`src/rtl/tpm_fifo_seq.sv`:
```
module tpm_fifo_seq #(
  parameter int LW = 16,
  parameter int POLL_GAP = 100000,
  parameter int MAX_POLLS = 120000,
  parameter logic [23:0] STS_ADDR = 24'hD40018,
  parameter logic [23:0] FIFO_ADDR = 24'hD40024
) (
  input  logic          clk,
  input  logic          rst_n,
  input  logic          start,
  input  logic [LW-1:0] cmd_len,
  input  logic [LW-1:0] rsp_max,
  output logic [LW-1:0] cmd_addr,
  input  logic [7:0]    cmd_data,
  output logic          rsp_we,
  output logic [LW-1:0] rsp_addr,
  output logic [7:0]    rsp_data,
  output logic          bus_req,
  output logic          bus_wr,
  output logic [23:0]   bus_addr,
  output logic [6:0]    bus_cnt,
  output logic [7:0]    bus_wbyte,
  input  logic          bus_beat,
  input  logic [7:0]    bus_rbyte,
  input  logic          bus_done,
  input  logic          bus_err,
  output logic          busy,
  output logic          done,
  output logic          err,
  output logic [2:0]    err_code,
  output logic [LW-1:0] resp_len
);
  localparam int GW = $clog2(POLL_GAP + 1);
  localparam int PW = $clog2(MAX_POLLS + 1);
  localparam logic [7:0] B_VALID = 8'h80;
  localparam logic [7:0] B_RDY   = 8'h40;
  localparam logic [7:0] B_GO    = 8'h20;
  localparam logic [7:0] B_DAV   = 8'h10;
  localparam logic [7:0] SEL     = B_VALID | B_DAV;

  typedef enum logic [3:0] {
    S_IDLE, S_LEN, S_RDY, S_BRST, S_XFER, S_GO, S_GAP, S_POLL, S_MCHK, S_ECHK, S_FIN
  } st_t;
  typedef enum logic [1:0] {PH_TX, PH_HDR, PH_BODY, PH_LAST} ph_t;

  st_t st;
  ph_t ph;
  logic [LW-1:0] pos, target;
  logic [31:0]   field, total;
  logic [23:0]   sts;
  logic [6:0]    chunk, bidx;
  logic [GW-1:0] gap;
  logic [PW-1:0] polls;

  wire stsop = st inside {S_RDY, S_BRST, S_GO, S_POLL, S_MCHK, S_ECHK, S_FIN};
  assign bus_req  = stsop || st == S_XFER;
  assign bus_wr   = (st inside {S_RDY, S_GO, S_FIN}) || (st == S_XFER && ph == PH_TX);
  assign bus_addr = (st == S_XFER) ? FIFO_ADDR : STS_ADDR;
  assign bus_cnt  = (st == S_XFER) ? chunk : 7'd4;
  assign bus_wbyte = (st == S_XFER) ? cmd_data :
                     (bidx != 7'd0) ? 8'h00 :
                     (st == S_GO) ? B_GO :
                     (st inside {S_RDY, S_FIN}) ? B_RDY : 8'h00;

  assign cmd_addr = pos;
  assign rsp_we   = st == S_XFER && ph != PH_TX && bus_beat;
  assign rsp_addr = pos;
  assign rsp_data = bus_rbyte;
  assign busy     = st != S_IDLE;

  wire fin  = bus_req && bus_done;
  wire berr = fin && bus_err;
  wire [7:0] sbits = sts[7:0] & SEL;

  wire [31:0] rem  = 32'(target - pos);
  wire [31:0] bcnt = {16'b0, sts[23:8]};
  wire [31:0] pick = (rem < bcnt) ? rem : bcnt;
  wire [6:0]  nchunk = (pick > 32'd64) ? 7'd64 : pick[6:0];
  wire [31:0] newfield = {field[23:0], cmd_data};

  always_ff @(posedge clk or negedge rst_n) begin
    if (!rst_n) bidx <= '0;
    else if (bus_done) bidx <= '0;
    else if (bus_beat) bidx <= bidx + 7'd1;
  end

  always_ff @(posedge clk or negedge rst_n) begin
    if (!rst_n) sts <= '0;
    else if (stsop && bus_beat && !bus_wr) begin
      case (bidx)
        7'd0: sts[7:0]   <= bus_rbyte;
        7'd1: sts[15:8]  <= bus_rbyte;
        7'd2: sts[23:16] <= bus_rbyte;
        default: ;
      endcase
    end
  end

  always_ff @(posedge clk or negedge rst_n) begin
    if (!rst_n) begin
      st <= S_IDLE; ph <= PH_TX; pos <= '0; target <= '0;
      field <= '0; total <= '0; chunk <= 7'd1; gap <= '0; polls <= '0;
      done <= 1'b0; err <= 1'b0; err_code <= 3'd0; resp_len <= '0;
    end else begin
      done <= 1'b0;
      if (berr) begin
        st <= S_IDLE; err <= 1'b1; err_code <= 3'd2; done <= 1'b1;
      end else begin
        case (st)
          S_IDLE: if (start) begin
            err <= 1'b0; err_code <= 3'd0; resp_len <= '0;
            pos <= LW'(2); field <= '0; st <= S_LEN;
          end
          S_LEN: begin
            field <= newfield;
            pos <= pos + LW'(1);
            if (pos == LW'(5)) begin
              if (newfield == 32'(cmd_len)) begin
                st <= S_RDY; pos <= '0;
              end else begin
                st <= S_IDLE; err <= 1'b1; err_code <= 3'd1; done <= 1'b1;
              end
            end
          end
          S_RDY: if (fin) begin
            ph <= PH_TX; target <= cmd_len; pos <= '0;
            st <= (cmd_len == '0) ? S_GO : S_BRST;
          end
          S_BRST: if (fin && sts[23:8] != 16'd0) begin
            chunk <= nchunk; st <= S_XFER;
          end
          S_XFER: begin
            if (bus_beat) begin
              pos <= pos + LW'(1);
              if (ph == PH_HDR && pos >= LW'(2) && pos <= LW'(5))
                total <= {total[23:0], bus_rbyte};
            end
            if (fin) begin
              if (pos != target) st <= S_BRST;
              else begin
                case (ph)
                  PH_TX: st <= S_GO;
                  PH_HDR:
                    if (total < 32'd7 || total > 32'(rsp_max)) begin
                      st <= S_IDLE; err <= 1'b1; err_code <= 3'd4; done <= 1'b1;
                    end else begin
                      ph <= PH_BODY; target <= total[LW-1:0] - LW'(1);
                      st <= (total == 32'd7) ? S_MCHK : S_BRST;
                    end
                  PH_BODY: st <= S_MCHK;
                  default: st <= S_ECHK;
                endcase
              end
            end
          end
          S_GO: if (fin) begin
            gap <= '0; polls <= '0; st <= S_GAP;
          end
          S_GAP:
            if (gap == GW'(POLL_GAP - 1)) st <= S_POLL;
            else gap <= gap + GW'(1);
          S_POLL: if (fin) begin
            if (sbits == SEL) begin
              ph <= PH_HDR; target <= LW'(6); pos <= '0; total <= '0; st <= S_BRST;
            end else if (polls == PW'(MAX_POLLS - 1)) begin
              st <= S_IDLE; err <= 1'b1; err_code <= 3'd3; done <= 1'b1;
            end else begin
              polls <= polls + PW'(1); gap <= '0; st <= S_GAP;
            end
          end
          S_MCHK: if (fin) begin
            if (sbits == SEL) begin
              ph <= PH_LAST; target <= total[LW-1:0]; st <= S_BRST;
            end else begin
              st <= S_IDLE; err <= 1'b1; err_code <= 3'd5; done <= 1'b1;
            end
          end
          S_ECHK: if (fin) begin
            if (sbits == B_VALID) st <= S_FIN;
            else begin
              st <= S_IDLE; err <= 1'b1; err_code <= 3'd6; done <= 1'b1;
            end
          end
          S_FIN: if (fin) begin
            st <= S_IDLE; done <= 1'b1; resp_len <= total[LW-1:0];
          end
          default: st <= S_IDLE;
        endcase
      end
    end
  end
endmodule

```
`config.mk`:
```
export PLATFORM = sky130hd
export DESIGN_NAME = tpm_fifo_seq
export DESIGN_NICKNAME = d
export VERILOG_FILES = /design/src/rtl/tpm_fifo_seq.sv
export SDC_FILE = /design/constraint.sdc
export NUM_CORES = 1
export LEC_CHECK = 0
export BUFFER_PORTS_ARGS = -buffer_cell sky130_fd_sc_hd__buf_2
export CAP_MARGIN = 20
export CORE_MARGIN = 2
export CORE_UTILIZATION = 59
export DETAILED_ROUTE_END_ITERATION = 12
export PLACE_DENSITY = 0.86
export SETUP_SLACK_MARGIN = 0.15
export SYNTH_ARGS = -nofsm -noshare
export SYNTH_HDL_FRONTEND = slang
export SYNTH_SLANG_ARGS = --single-unit
```
`constraint.sdc`:
```
create_clock -name clk -period 5.7 [get_ports clk]
set_clock_uncertainty 0.1 [all_clocks]
set_input_delay 0.57 -clock clk [delete_from_list [all_inputs] [get_ports clk]]
set_output_delay 0.57 -clock clk [all_outputs]
set_load 0.03 [all_outputs]
```
# Word-level counts from Yosys, hierarchy flattened
# Cells that the tools add are included.
[totals] regBits=187 inputBits=54 wordCells=264
[op_classes] add_sub_neg=6 n_lt_le_gt_ge=6 n_eq_ne=58 n_mux=129 bitwise_logic=1 n_reduce_logical=47
[ops] operator="$mux 16" count=18
[ops] operator="$mux 32" count=5
[ops] operator="$mux 17" count=8
[ops] operator="$pmux 16 s5" count=1
[ops] operator="$mux 4" count=16
[ops] operator="$pmux 16 s4" count=1
[ops] operator="$pmux 32 s2" count=1
[ops] operator="$mux 3" count=18
[ops] operator="$pmux 17 s3" count=1
[ops] operator="$mux 7" count=7
[ops] operator="$pmux 24 s2" count=1
[ops] operator="$ne 3x3->1 const B" count=15
[ops] operator="$pmux 4 s11" count=1
[ops] operator="$add 17x1->17 const B" count=2
[ops] operator="$eq 17x17->1 const B" count=2
[ops] operator="$pmux 17 s2" count=1
[ops] operator="$eq 32x16->1" count=1
[ops] operator="$eq 32x3->1 const B" count=1
[ops] operator="$gt 32x16->1" count=1
[ops] operator="$gt 32x7->1 const B" count=1
[ops] operator="$lt 32x16->1" count=1
[ops] operator="$lt 32x3->1 const B" count=1
[ops] operator="$pmux 16 s2" count=1
[ops] operator="$mux 1" count=30
[ops] operator="48 further kinds" count=112

# Logic depth before layout (Yosys ltp)
# Gate-level depths: netlist (run 1).
[depth] depth_word=8 mapped_depth=19 ltp_nobuf=18

# Worst setup path before layout (run 1)
# Ideal clock, no wire load.
[synth_path] path_kind="flip-flop to flip-flop" start="register pos[6], in the netlist cmd_addr[6]" end="register chunk[1]" setup_time_ns=0.067 t_arrival_ns=4.486 slack_ns=1.047 path_stages_with_launch=18 n_path_buf=1 cell_sequence="dfrtp_1 -> clkbuf_1 -> inv_1 -> ha_1 -> nand4_1 -> a211oi_2 -> or3_4 -> a221oi_1 -> and3_1 -> ha_1 -> nand4_1 -> nor3_1 -> a211oi_1 -> o211ai_1 -> a21oi_4 -> or4b_4 -> o41ai_4 -> and3_1"
[synth_via] elab_chain_len=5
[synth_rtl] item="start, declared" line="48" rtl="logic [LW-1:0] pos, target;"
[synth_rtl] item="start signal, assigned" line="116" rtl="pos <= pos + LW'(1);"
[synth_rtl] item="start signal, assigned" line="134" rtl="pos <= pos + LW'(1);"
[synth_rtl] item="$sub 16x16->17 *" line="75" rtl="wire [31:0] rem = 32'(target - pos);"
[synth_rtl] item="$lt 32x16->1" line="77" rtl="wire [31:0] pick = (rem < bcnt) ? rem : bcnt;"
[synth_rtl] item="$mux 32 *" line="77"
[synth_rtl] item="$gt 32x7->1" line="78" rtl="wire [6:0] nchunk = (pick > 32'd64) ? 7'd64 : pick[6:0];"
[synth_rtl] item="$mux 7 *" line="78"
[synth_rtl] item="end signal, assigned" line="102" rtl="field <= '0; total <= '0; chunk <= 7'd1; gap <= '0; polls <= '0;"
[synth_rtl] item="end signal, assigned" line="130" rtl="chunk <= nchunk; st <= S_XFER;"
[synth_rtl] item="end, declared" line="51" rtl="logic [6:0] chunk, bidx;"
# Every way passes the cells marked *; elsewhere a longest branch is shown, timed or not.
# A chain may end at the register's enable or synchronous reset.

# Worst setup path in the final report (run 1)
[layout_path] start="register pos[4], in the netlist cmd_addr[4]" end="register chunk[6]"
# Same word-level chain as after synthesis.

==> impl_metrics.ini, run 1 <==
[clock_network]
cts_tree = done
cts_hold_buf = 0
cts_resized = 0
cts_root_buffer = clkbuf_16
cts_setup_buffers = 0
cts_buffer_depth = 2
htreeDepth = 4
clock_latency_ns = 0.44
path_clk_slew_ns = 0.07
cts.sinks = 181
cts-buffers-inserted = 17

[sta]
min_period_ns = 5.03
rsz0062_at_grt = false
relSlewSlack = 0.372
finalHoldViolations = 0
hold_ws_ns = 0.111
fin_setup_tns_ns = 0
slew_violations = 0
worst_pin_slew_ns = 0.942
finalCritPeriodShare = 0.882
fmax_mhz = 199
setup_viol = 0

[setup_path]
critPathMaxStageDelay_ns = 0.54
r2r_cells = 17
worstReg2RegEnd = chunk[6]$_DFFE_PN0P_
critical_path_class = flop to flop
critPathCaptureType = flop
rrSetupSlack_ns = 0.67
crit_chain = inv_1, ha_1, o211ai_1, a21o_1, a31oi_1, a31oi_1, o311ai_1, xor2_1, ha_1, nand4_1, nor3_1, a211oi_1, o211ai_1, a21oi_4, or4b_4, nor4_1, a31oi_1
crit_path_frequent_cell = a31oi_1
crit_family = compound AO/OA/AOI/OAI gates
worstPathMaxFanout = 10
path_buf_inv = 1
critPathRequiredTime_ns = 5.89
cp_data_arrival_time_ns = 5.22
crit_path_top_delay_cell = or4b_4
r2r-start = cmd_addr[4]$_DFFE_PN0P_
crit_path_start_kind = flop

[routing]
detail_route.wl_per_cell_um = 18.8
via_count = 10900
vias_per_cell = 6.31
firstDrtPassIters = 6
antenna_left = 0
drt_iter0_markers = 1134
wl_um = 32600
drc = 0

[final_layout]
final_cell_mix = nand2_1, dfrtp_1, o21ai_0, buf_2, nor2_1
final_common_cell = nand2_1
final_nets = 1567
fin_util = 0.663
finish.instance_area_sq_mm = 0.0129
area_growth_pct = 9.99
drive_above_1_share = 0.156
fin_cells = 1731
diodes = 0

[floorplanning]
die_area_sq_mm = 0.0211
coreArea_sq_mm = 0.0195
die_y_um = 145
io_pins = 158
die_x_um = 145
rows = 51
start_util = 0.603

[synthesis]
synth-async-reset-ratio = 1.00
synthTopCellsByArea = dfrtp_1, ha_1, nand2_1
ys_seq_area_frac = 0.385
ys_warn_count = 0
synth_cell_types = 78
synth_ff_type = dfrtp_1
synth_enable_flop_cells = 0
yosys.area.top_type_share = 0.383
netlist_area_sq_mm = 0.0118
ys_ff_latch = 181
avgSynthCellArea_sq_um = 8.51
syn_inst = 1382
yosysTopAreaCell = dfrtp_1

[global_routing]
antenna_found_initial = 1
grt_pass1_wl_um = 52800
grt_max_degree = 101
grt_pass1_vias = 10200
overflow = 0
grt.total_usage = 0.307

[placed_design]
place_area_sq_mm = 0.0123
hpwl_um = 23600
io_buffers = 137
routabilityCongestion = 0.953
dp_cells = 1697

[pwr]
power.density_mw_per_mm2 = 291
p_leak_uw = 0.00615
peakVddDrop_uv = 184

[hold_path]
hp-class = primary input to async pin

[run_status]
status = finished, final reports clean

[run]
maxCapViolations = 0
[cells in the mapped netlist, types with 25 or more instances]
cell type  count
a21oi_1       56
a22o_1        25
and3_1        31
buf_4         46
clkbuf_1      54
dfrtp_1      180
ha_1          59
inv_1         69
mux2_2        34
nand2_1      185
nand3_1       38
nand4_1       30
nor2_1       104
nor3_1        37
nor4_1        33
o21ai_0      136
xnor2_1       45
[per-stage QoR]
step                setup WS (ns)  power (uW)
finish                      0.670        3770
global route                0.276        3950
CTS                         0.741        3740
detailed placement          0.784        2570
global placement            0.949        2550
floorplan                    1.05        2280
[layer usage]
| metal | GRT usage | up-vias | share of wire |
|---|---|---|---|
| li1 | - | 5017 | - |
| met1 | 0.428 | 5215 | 0.42 |
| met2 | 0.477 | 595 | 0.45 |
| met3 | 0.0613 | 96 | 0.091 |
| met4 | 0.111 | 2 | 0.034 |
| met5 | 0 | - | 0.00025 |
[area by class of cell]
cell class	count	area, sq um
fillers	1575	6590
flip-flops and latches	181	4530
inverters	69	259
repair buffers	154	837
clock buffers	20	447
well taps	265	332
clock inverters	12	140
multi-input cells	1030	6390
[cell families (layout without fill, tap and decap cells)]
family,count (synthesis),after routing,synth area share
and+or+nand+nor,519,519,0.211
AOI/OAI and AO/OA,332,332,0.179
buffers and inverters,189,255,0.0771
DFF,181,181,0.385
adders and majority gates,60,60,0.0644
xor gates and xnor gates,54,54,0.0402
muxes,45,45,0.0420
other,2,20,0.000638
[how the worst max path moves through the flow]
stage	startpoint	endpoint	slack, ns	cells past startpoint
after floorplan	cmd_addr[6]$_DFFE_PN0P_	chunk[1]$_DFFE_PN0P_	1.05	17
after global placement	cmd_addr[4]$_DFFE_PN0P_	chunk[6]$_DFFE_PN0P_	0.95	17
after CTS	cmd_addr[4]$_DFFE_PN0P_	chunk[6]$_DFFE_PN0P_	0.74	17
after global routing	cmd_addr[2]$_DFFE_PN0P_	chunk[6]$_DFFE_PN0P_	0.28	17
final	cmd_addr[4]$_DFFE_PN0P_	chunk[6]$_DFFE_PN0P_	0.67	17
after detailed placement	cmd_addr[5]$_DFFE_PN0P_	chunk[6]$_DFFE_PN0P_	0.78	17
[where the power goes]
| part | total (uW) | internal (uW) | switching (uW) |
|---|---|---|---|
| combinational | 1060 | 411 | 653 |
| clock | 1180 | 631 | 545 |
| sequential | 1530 | 1380 | 142 |
| total | 3770 | 2430 | 1340 |
[flip-flops by register name, summed over array words and instances (netlist names)]
register / cells
total: 32
chunk: 7
cmd_addr: 16
bidx: 7
err: 1
done: 1
ph: 2
sts: 18
field: 24
st: 4
polls: 17
err_code: 3
resp_len: 16
gap: 17
target: 16
(Power assumes the default switching activity.)
==> run 2, diff against run 1 <==
--- a/config.mk
+++ b/config.mk
@@ -9,6 +9,7 @@
 export CAP_MARGIN = 20
 export CORE_MARGIN = 2
 export CORE_UTILIZATION = 59
+export CTS_BUF_LIST = sky130_fd_sc_hd__clkbuf_16
 export DETAILED_ROUTE_END_ITERATION = 12
 export PLACE_DENSITY = 0.86
 export SETUP_SLACK_MARGIN = 0.15
==> impl_metrics.ini, run 2 (synthesis gave the netlist of run 1 again) <==
[global_routing]
grt_max_degree = 101
grt_pass1_wl_um = 52700
grt.total_usage = 0.306
antenna_found_initial = 1
grt_pass1_vias = 10200
overflow = 0

[pwr]
sw_frac_of_total = 0.358
seqPwrFrac = 0.407
p_int_uw = 2410
power.density_mw_per_mm2 = 290
comb_power_share = 0.284
peakVddDrop_uv = 185
clock_power_share = 0.310
switchingPower_uw = 1340
p_leak_uw = 0.00616

[floorplanning]
die_y_um = 145
start_util = 0.603
die_area_sq_mm = 0.0211
rows = 51
io_pins = 158
coreArea_sq_mm = 0.0195
die_x_um = 145

[final_layout]
fin_cells = 1731
largest_reg_flops = 32
final_common_cell = nand2_1
drive_above_1_share = 0.155
reg_top3 = total x32, field x24, sts x18
area_growth_pct = 9.90
final_nets = 1567
regMostFlops = total
diodes = 0
final_cell_mix = nand2_1, dfrtp_1, o21ai_0, buf_2, nor2_1

[placed_design]
io_buffers = 137
routabilityCongestion = 0.953
dp_cells = 1697
hpwl_um = 23600

[sta]
finalHoldViolations = 0
worst_pin_slew_ns = 0.964
fin_setup_tns_ns = 0
relSlewSlack = 0.351
fmax_mhz = 198
rsz0062_at_grt = false
setup_viol = 0
finalCritPeriodShare = 0.888
slew_violations = 0
min_period_ns = 5.06

[setup_path]
critPathCaptureType = flop
critPathRequiredTime_ns = 5.89
critical_path_class = flop to flop
cp_data_arrival_time_ns = 5.25
worstPathMaxFanout = 10
crit_path_start_kind = flop

[clock_network]
cts_hold_buf = 0
clock_latency_ns = 0.44
htreeDepth = 4
path_clk_slew_ns = 0.07
cts_root_buffer = clkbuf_16
cts-buffers-inserted = 17
cts_buffer_depth = 2
cts_resized = 0
cts.sinks = 181
cts_tree = done
cts_setup_buffers = 0

[routing]
via_count = 10900
drt_iter0_markers = 1135
wl_um = 32700
antenna_left = 0
vias_per_cell = 6.32
drc = 0
detail_route.wl_per_cell_um = 18.9
firstDrtPassIters = 6

[hold_path]
hp-class = primary input to async pin

[run]
maxCapViolations = 0

[run_status]
status = finished, final reports clean
## run 2: cell types whose count changed in the layout (fill, tap and decap cells not counted)
cell,previous run,this run
clkbuf_1,2,0
inv_1,69,71
clkbuf_8,1,0
clkinv_1,0,1
## run 2: worst max-delay path, cell delays in order, from the launching register on
cell and delay (ns):
dfrtp_1 0.48, inv_1 0.09, ha_1 0.37, o211ai_1 0.11, a21o_1 0.21, a31oi_1 0.32, a31oi_1 0.20, o311ai_1 0.36
xor2_1 0.38, ha_1 0.32, nand4_1 0.12, nor3_1 0.08, a211oi_1 0.20, o211ai_1 0.16, a21oi_4 0.34, or4b_4 0.54
nor4_1 0.38, a31oi_1 0.15
## run 2: final timing paths
kind / start / end / slack (ns) / depth (start not counted)
worst max-delay path: cmd_addr[4]$_DFFE_PN0P_ / chunk[6]$_DFFE_PN0P_ / 0.64 / 17
worst min-delay path: rst_n / cmd_addr[12]$_DFFE_PN0P_ / 0.12 / 1
worst max register to register: cmd_addr[4]$_DFFE_PN0P_ / chunk[6]$_DFFE_PN0P_ / 0.64 / 17
worst min register to register: resp_len[2]$_DFFE_PN0P_ / resp_len[2]$_DFFE_PN0P_ / 0.39 / 2
max in group asynchronous: rst_n / field[13]$_DFFE_PN0P_ / 4.24 / 2
min in group clk: bus_rbyte[3] / total[3]$_DFFE_PN0P_ / 0.31 / 3
## run 2: cell type report
cell class              instances  area [sq um]
clock buffers                  17           425
clock inverters                15           151
fillers                      1580          6600
inverters                      69           259
multi-input cells            1030          6390
flip-flops and latches        181          4530
well taps                     265           332
repair buffers                154           837
## run 2: through the flow
stage	util	setup slack, ns	hold slack [ns]	area, sq um	total power (uW)
floorplan	-	1.05	0.174	11800	2280
global placement	0.631	0.949	0.362	12300	2550
detailed placement	0.631	0.784	0.371	12300	2570
CTS	0.661	0.741	0.164	12900	3720
global route	0.662	0.277	0.197	12900	3930
finish	0.662	0.637	0.116	12900	3750
## run 2: power groups by stage
stage | sequential [uW] | combinational [uW] | clock, uW
global placement | 1530 | 1010 | 0
CTS | 1520 | 1040 | 1170
global route | 1540 | 1160 | 1220
floorplan | 1510 | 767 | 0
finish | 1530 | 1060 | 1160
detailed placement | 1540 | 1030 | 0
## run 2: routing by layer
layer  track usage  wire (um)  vias to the layer above
met2         0.477      14800                      617
met5             0          8                        -
met4         0.108       1070                        2
met3        0.0607       3010                      103
li1              -          -                     5010
met1         0.427      13900                     5203
==> run 3, diff against run 2 <==
--- a/config.mk
+++ b/config.mk
@@ -7,12 +7,15 @@
 export LEC_CHECK = 0
 export BUFFER_PORTS_ARGS = -buffer_cell sky130_fd_sc_hd__buf_2
 export CAP_MARGIN = 20
+export CELL_PAD_IN_SITES_DETAIL_PLACEMENT = 2
+export CELL_PAD_IN_SITES_GLOBAL_PLACEMENT = 2
 export CORE_MARGIN = 2
-export CORE_UTILIZATION = 59
+export CORE_UTILIZATION = 35
 export CTS_BUF_LIST = sky130_fd_sc_hd__clkbuf_16
 export DETAILED_ROUTE_END_ITERATION = 12
-export PLACE_DENSITY = 0.86
+export PLACE_DENSITY = 0.85
 export SETUP_SLACK_MARGIN = 0.15
 export SYNTH_ARGS = -nofsm -noshare
 export SYNTH_HDL_FRONTEND = slang
 export SYNTH_SLANG_ARGS = --single-unit
+export TNS_END_PERCENT = 50
==> impl_metrics.ini, run 3 (synthesis gave the netlist of run 1 again) <==
[global_routing]
grt_max_degree = 92
grt_pass1_vias = 11800
grt_pass1_wl_um = 69700
overflow = 0
antenna_found_initial = 2
grt.total_usage = 0.253

[setup_path]
cp_data_arrival_time_ns = 5.46
critPathRequiredTime_ns = 5.90
crit_chain = inv_1, ha_1, nand2b_1, a21o_1, a31oi_1, a31oi_1, o311ai_1, xor2_1, ha_1, nand4_1, nor3_1, a211oi_1, o211ai_1, a21oi_4, or4b_4, nor4_1, a31oi_1
crit_path_start_kind = flop
critical_path_class = flop to flop
critPathMaxStageDelay_ns = 0.54
worstPathMaxFanout = 10
crit_path_top_delay_cell = or4b_4
crit_path_frequent_cell = a31oi_1
critPathCaptureType = flop

[routing]
drc = 0
firstDrtPassIters = 5
vias_per_cell = 5.76
wl_um = 43800
via_count = 11000
drt_iter0_markers = 651
antenna_left = 0
detail_route.wl_per_cell_um = 22.9

[sta]
fmax_mhz = 190
fin_setup_tns_ns = 0
relSlewSlack = 0.198
min_period_ns = 5.26
slew_violations = 0
finalHoldViolations = 0
rsz0062_at_grt = false
worst_pin_slew_ns = 1.20
worst_slack_ns = 0.437
setup_viol = 0
finalCritPeriodShare = 0.923

[placed_design]
routabilityCongestion = 0.913
place_ws_ns = 0.513
place_area_sq_mm = 0.0125
io_buffers = 137
hpwl_um = 32300

[clock_network]
path_clk_slew_ns = 0.07
cts.sinks = 181
clock_latency_ns = 0.46
cts_buffer_depth = 2
cts_root_buffer = clkbuf_16
htreeDepth = 4
cts-buffers-inserted = 17
cts_tree = done

[final_layout]
final_common_cell = nand2_1
largest_reg_flops = 32
area_growth_pct = 12.0
final_nets = 1566
drive_above_1_share = 0.156
regMostFlops = total
fin_util = 0.396
finish.instance_area_sq_mm = 0.0132
final_cell_mix = nand2_1, dfrtp_1, o21ai_0, buf_2, nor2_1
reg_top3 = total x32, field x24, sts x18

[floorplanning]
die_area_sq_mm = 0.0351
start_util = 0.354
io_pins = 158
coreArea_sq_mm = 0.0333
die_y_um = 187
die_x_um = 187
rows = 67

[run]
maxCapViolations = 0

[hold_path]
hp-class = primary input to async pin

[run_status]
status = finished, final reports clean

[pwr]
power.density_mw_per_mm2 = 298
peakVddDrop_uv = 225
p_leak_uw = 0.00616
-- run 3: stage by stage --
stage / cells / total power, uW / hold WS, ns
after global placement: 1879 / 2590 / 0.363
after CTS: 1911 / 3950 / 0.132
after detailed placement: 1879 / 2650 / 0.377
after global routing: 1913 / 4140 / 0.135
final: 1914 / 3930 / 0.0492
after floorplan: 1400 / 2280 / 0.174
-- run 3: critical path, delay by kind of cell, from the launching register on --
kind            cells  cell delay (ns)
simple gates        5             1.29
compound gates      8             2.05
xor+xnor            1             0.30
buf+inv             1             0.18
flops               1             0.53
fa+ha+maj           2             0.66
-- run 3: routing by layer --
| metal | vias to the layer above | GRT usage | part of all wire | wire, um |
|---|---|---|---|---|
| li1 | 5004 | - | - | - |
| met1 | 5673 | 0.323 | 0.43 | 18800 |
| met2 | 258 | 0.428 | 0.49 | 21600 |
| met3 | 83 | 0.0385 | 0.043 | 1900 |
| met4 | 2 | 0.105 | 0.035 | 1520 |
| met5 | - | 0 | 0.00016 | 7 |
-- run 3: power breakdown --
group          total [uW]  switching [uW]  internal (uW)
clock network        1270             602            669
logic                1150             738            413
registers            1510             129           1380
total                3930            1470           2470
-- run 3: final timing paths --
check,start,endpoint,slack (ns),cells past startpoint
min in group clk,cmd_data[4],field[4]$_DFFE_PN0P_,0.29,2
setup / recovery,cmd_addr[1]$_DFFE_PN0P_,chunk[6]$_DFFE_PN0P_,0.44,17
setup reg to reg,cmd_addr[1]$_DFFE_PN0P_,chunk[6]$_DFFE_PN0P_,0.44,17
hold reg to reg,resp_len[4]$_DFFE_PN0P_,resp_len[4]$_DFFE_PN0P_,0.39,2
max in group asynchronous,rst_n,gap[11]$_DFFE_PN0P_,4.22,2
hold / removal,rst_n,chunk[5]$_DFFE_PN0P_,0.05,1
-- run 3: layout make-up --
cell class              count  area, sq um
flip-flops and latches    181         4530
fillers                  3784        20100
clock buffers              17          425
well taps                 448          561
inverters                  69          259
repair buffers            153          820
clock inverters            15          188
diodes                      1         2.50
multi-input cells        1030         6400
-- run 3: timing repair --
item                                    in CTS  in global routing
endpoints found under the setup margin       0                  7
resized for setup                            0                  0
hold buffers                                 0                  0
setup buffers                                0                  1
